### src/rtl/sio_sync_xcvr.sv
module sio_sync_xcvr #(
  parameter int DW   = 8,
  parameter int DIVW = 8
) (
  input  logic          clk,
  input  logic          rst_n,
  input  logic          wr_en,
  input  logic          rd_en,
  input  logic [1:0]    addr,
  input  logic [DW-1:0] wdata,
  output logic [DW-1:0] rdata,
  output logic          rx_irq,
  output logic          sclk_o,
  output logic          sclk_oe,
  input  logic          sclk_i,
  output logic          sdo,
  input  logic          sdi
);
  localparam int CW = (DW > 1) ? $clog2(DW) : 1;

  logic            tx_en, rx_en, pol, ext;
  logic [DIVW-1:0] div, cnt;
  logic [DW-1:0]   txbuf, txsh, rxsh, rxbuf;
  logic            tx_empty, rx_full, ovr, busy, lvl, sdo_q, irq_q;
  logic [CW-1:0]   nbit;
  logic [2:0]      sync;

  wire idle     = ~pol;
  wire wr_tx    = wr_en && addr == 2'd0;
  wire wr_ctl   = wr_en && addr == 2'd1;
  wire wr_div   = wr_en && addr == 2'd3;
  wire rd_rx    = rd_en && addr == 2'd0;
  wire ext_idle = sync[1] == idle;
  wire start    = !busy && tx_en && !tx_empty && (!ext || (rx_en && ext_idle));
  wire tick     = busy && !ext && cnt == div;
  wire lead     = busy && (ext ? (sync[2] == idle && sync[1] != idle) : (tick && lvl == idle));
  wire trail    = busy && (ext ? (sync[2] != idle && sync[1] == idle) : (tick && lvl != idle));
  wire last     = trail && nbit == CW'(DW - 1);
  wire full_eff = rx_full && !rd_rx;
  wire [DW-1:0] rx_next = {sdi, rxsh[DW-1:1]};

  assign sclk_o  = (busy && !ext) ? lvl : idle;
  assign sclk_oe = !ext;
  assign sdo     = sdo_q;
  assign rx_irq  = irq_q;

  always_comb begin
    case (addr)
      2'd0:    rdata = rxbuf;
      2'd1:    rdata = {{(DW-4){1'b0}}, ext, pol, rx_en, tx_en};
      2'd2:    rdata = {{(DW-4){1'b0}}, busy, ovr, rx_full, tx_empty};
      default: rdata = DW'(div);
    endcase
  end

  always_ff @(posedge clk or negedge rst_n) begin
    if (!rst_n) sync <= '0;
    else        sync <= {sync[1:0], sclk_i};
  end

  always_ff @(posedge clk or negedge rst_n) begin
    if (!rst_n) begin
      {ext, pol, rx_en, tx_en} <= '0;
      div      <= '0;
      cnt      <= '0;
      txbuf    <= '0;
      txsh     <= '0;
      rxsh     <= '0;
      rxbuf    <= '0;
      tx_empty <= 1'b1;
      rx_full  <= 1'b0;
      ovr      <= 1'b0;
      busy     <= 1'b0;
      lvl      <= 1'b1;
      sdo_q    <= 1'b1;
      irq_q    <= 1'b0;
      nbit     <= '0;
    end else begin
      irq_q <= 1'b0;
      if (wr_ctl) {ext, pol, rx_en, tx_en} <= wdata[3:0];
      if (wr_div) div <= wdata[DIVW-1:0];
      if (rd_rx)  rx_full <= 1'b0;

      if (start) begin
        txsh     <= txbuf;
        tx_empty <= 1'b1;
        busy     <= 1'b1;
        nbit     <= '0;
        cnt      <= '0;
        lvl      <= idle;
      end
      if (wr_tx) begin
        txbuf    <= wdata;
        tx_empty <= 1'b0;
      end

      if (busy && !ext) begin
        cnt <= tick ? '0 : cnt + 1'b1;
        if (tick) lvl <= ~lvl;
      end
      if (lead) begin
        sdo_q <= txsh[0];
        txsh  <= txsh >> 1;
      end
      if (trail) begin
        rxsh <= rx_next;
        nbit <= nbit + 1'b1;
      end
      if (last) begin
        busy <= 1'b0;
        if (rx_en) begin
          if (full_eff) ovr <= 1'b1;
          else begin
            rxbuf   <= rx_next;
            rx_full <= 1'b1;
            irq_q   <= 1'b1;
          end
        end
      end
      if (!rx_en) ovr <= 1'b0;
    end
  end
endmodule


### config.mk
export PLATFORM = sky130hd
export DESIGN_NAME = sio_sync_xcvr
export DESIGN_NICKNAME = d
export VERILOG_FILES = /design/src/rtl/sio_sync_xcvr.sv
export SDC_FILE = /design/constraint.sdc
export NUM_CORES = 1
export LEC_CHECK = 0
export ABC_AREA = 1
export BUFFER_PORTS_ARGS = -buffer_cell sky130_fd_sc_hd__buf_4
export CORE_MARGIN = 2
export CORE_UTILIZATION = 63
export CTS_CLUSTER_DIAMETER = 100
export DETAILED_ROUTE_END_ITERATION = 12
export GPL_TIMING_DRIVEN = 1
export PLACE_DENSITY_LB_ADDON = 0.15
export SKIP_CTS_REPAIR_TIMING = 1
export SLEW_MARGIN = 15
export SYNTH_ARGS = -nofsm -noshare
export SYNTH_HDL_FRONTEND = slang
export SYNTH_SLANG_ARGS = --single-unit
### constraint.sdc
create_clock -name clk -period 2.4 [get_ports clk]
set_input_delay 0.48 -clock clk [delete_from_list [all_inputs] [get_ports clk]]
set_output_delay 0.48 -clock clk [all_outputs]
set_load 0.02 [all_outputs]
==> key figures <==
Status
  • Status: finished, final reports clean

Route
  • Vias per cell: 5.701
  • Iteration-0 DRC Markers: 241
  • Routed WL per cell: 14.93 um
  • Detailed-router iteration count before antenna repair: 5
  • Total Wirelength: 6.642 mm
  • DR DRC count: 0
  • Detail Route Antenna Nets: 0
  • Vias: 2537

Clocking
  • Clock latency on the worst-skew pair: 350 ps
  • H-tree levels: 3
  • Inserted Clock Buffers: 9
  • Clock sink count: 64
  • Clock Tree Root: clkbuf_8
  • CTS tree: yes
  • Worst-path clk slew: 70 ps
  • Max clock buf depth: 2

Setup path
  • Crit path DAT: 1530 ps
  • Critical path class: reg2out
  • CP Max Fanout: 7
  • Crit path launch type: flip-flop
  • CP Data Required Time: 1920 ps
  • Worst Setup End Kind: output pin

Pwr
  • Power per cell area: 1025 mW/mm^2
  • Cell-internal power: 2315 uW
  • Static leakage: 0.001749 uW
  • Register share of total power: 44.0%
  • Psw: 1233 uW
  • Clock share of power: 28.8%
  • Comb power frac: 27.2%
  • Sw Share: 34.75%
  • Worst vdd ir: 736.1 uV

Floorplan
  • Chip width: 73.01 um
  • IO Count: 28
  • Die area: 0.005330 mm^2
  • Row cnt: 25
  • Die Span Y: 73.01 um
  • Initial Util: 64.38%
  • Core area: 0.004661 mm^2

Timing
  • Period utilisation layout: 83.95%
  • Pins Over Slew Limit: 0
  • Slew margin rel.: 48.45%
  • Setup WS post-layout: 385.3 ps
  • Final min period: 2015 ps
  • Final Hold Viols: 0
  • Final setup vio count: 0
  • Fin Setup TNS: 0 ps
  • Max Freq: 496.3 MHz
  • RSZ-0062 raised after global routing: no
  • Post-Route Skew: 8.574 ps
  • Worst slew pin tran: 773.2 ps

Synth
  • Top_reg_cell synth: dfrtp_1
  • Post-synth ARST share: 100.0%
  • Synth Cell Area: 0.003000 mm^2
  • Commonest cells in the netlist: nand2_1, dfrtp_1, o21ai_0, inv_1, nand3_1
  • Most frequent cell after synthesis: nand2_1
  • Yosys warning count: 0
  • Sequential area share after synthesis: 53.50%
  • Largest area contributor in the synthesized netlist: dfrtp_1
  • Syn nets: 372
  • Area fraction of the dominant cell type after synthesis: 50.88%
  • Mapped Cells: 353
  • Cell variety after synth: 33
  • Synth Register Bits: 64
  • Post-Synthesis Mean Instance Area: 8.500 um^2
  • Number of flops mapped to enable cells by yosys: 0
  • Synth area leaders: dfrtp_1, nand2_1, o21ai_0, nand3_1, inv_1

Placed design
  • DP Worst Slack: 404.8 ps
  • Final GP Congestion: 0.8488
  • HPWL reported at the end of detailed placement: 4.619 mm
  • Buffers on Ports: 27

Worst hold path
  • Worst Hold Class: in2async

GRT
  • Gr usage total: 27.65%
  • Total gr overflow: 0
  • Global-route wire length before repair: 10.92 mm
  • Vias in the first global route: 2331
  • Largest net degree at the start of global routing: 65
  • Initial antenna violation count: 0

Finish
  • FILL cells: 344
  • Diodes inserted: 0
  • Nets: 405
  • Share of layout cells above drive strength 1: 15.09%
  • Synth-to-layout area growth: 15.39%

Run
  • Max-Cap Viols: 0
[cells in the final DEF, fill, tap and decap left out, types with 2 or more instances in the layout]
| master | instances |
|---|---|
| nand3_2 | 2 |
| clkinv_2 | 2 |
| dfrtp_1 | 61 |
| nor3_1 | 2 |
| nand2_2 | 2 |
| clkbuf_1 | 3 |
| clkbuf_8 | 10 |
| nand4_1 | 9 |
| xnor2_1 | 2 |
| nor2_1 | 9 |
| inv_1 | 36 |
| bufinv_16 | 2 |
| nand2_1 | 106 |
| ha_1 | 3 |
| o21ai_1 | 5 |
| o21ai_0 | 39 |
| o22ai_1 | 6 |
| xor2_1 | 7 |
| nand3_1 | 32 |
| buf_4 | 29 |
| a21oi_1 | 7 |
| dfstp_2 | 3 |
| nor2_2 | 3 |
[power groups by stage]
stage	Combinational, uW	Clock (uW)	Sequential (uW)
finish	963	1020	1560
global route	1100	1070	1590
CTS	965	1020	1560
detailed placement	962	0	1570
global placement	925	0	1560
floorplan	699	0	1520
[area by class of cell]
class | count | area (um^2) | share of cell area (%)
well taps | 54 | 67.56 | 1.952
inverters | 39 | 147.6 | 4.265
clock buffers | 13 | 148.9 | 4.301
flip-flops and latches | 64 | 1605 | 46.37
multi-input cells | 243 | 1210 | 34.95
repair buffers | 29 | 217.7 | 6.288
clock inverters | 3 | 65.06 | 1.879
[kinds of logic after synthesis]
group,synth area share (%)
AND/OR/NAND/NOR,25.06
flip-flops,53.50
AO/OA/AOI/OAI,11.38
buffers and inverters,6.171
XOR/XNOR,2.627
adder cells (fa/ha/maj),1.251
[flip-flops by register name, summed over array words and instances (netlist names)]
signal / count
ovr: 1
rx_en: 1
ext: 1
txsh: 8
rxsh: 7
cnt: 8
nbit: 3
tx_empty: 1
tx_en: 1
txbuf: 8
pol: 1
sdo: 1
sync: 3
rxbuf: 8
lvl: 1
rx_irq: 1
rx_full: 1
div: 8
busy: 1
[worst max-delay path, stage by stage (launching register included)]
cell      delay [ps]
dfrtp_1          420
clkinv_2         190
nand2_4          130
inv_1             90
o21ai_0          190
buf_4            180
[final timing paths]
kind                                        end         startpoint  slack, ps  cells after the start
max                                      sclk_o    ext$_DFFE_PN0P_        390                      5
min                        rxbuf[0]$_DFFE_PN0P_              rst_n        200                      1
max reg2reg                rxbuf[3]$_DFFE_PN0P_    ext$_DFFE_PN0P_        510                      9
min reg2reg                   sync[1]$_DFF_PN0_  sync[0]$_DFF_PN0_        350                      0
max in group asynchronous   rxsh[3]$_DFFE_PN0P_              rst_n       1680                      1
min in group clk              sync[0]$_DFF_PN0_             sclk_i        240                      1
[metal layers]
metal	up-vias	wire [um]	global-route usage, %
met5	-	0	0
met4	0	92	8.642
met3	13	492	9.116
met2	106	3010	40.84
met1	1192	3047	38.88
li1	1226	-	-
[through the flow]
| step | util (%) | hold slack (ps) | instances | cell area [um^2] | power [uW] |
|---|---|---|---|---|---|
| after floorplan | - | 184.4 | 353 | 3000 | 2219 |
| after global placement | 69.69 | 340.7 | 429 | 3248 | 2487 |
| after detailed placement | 69.69 | 345.8 | 429 | 3248 | 2535 |
| after CTS | 74.28 | 238.1 | 445 | 3462 | 3545 |
| after global routing | 74.28 | 227.3 | 445 | 3462 | 3759 |
| final | 74.28 | 200.3 | 445 | 3462 | 3548 |
Power figures use the tool's default switching activity.
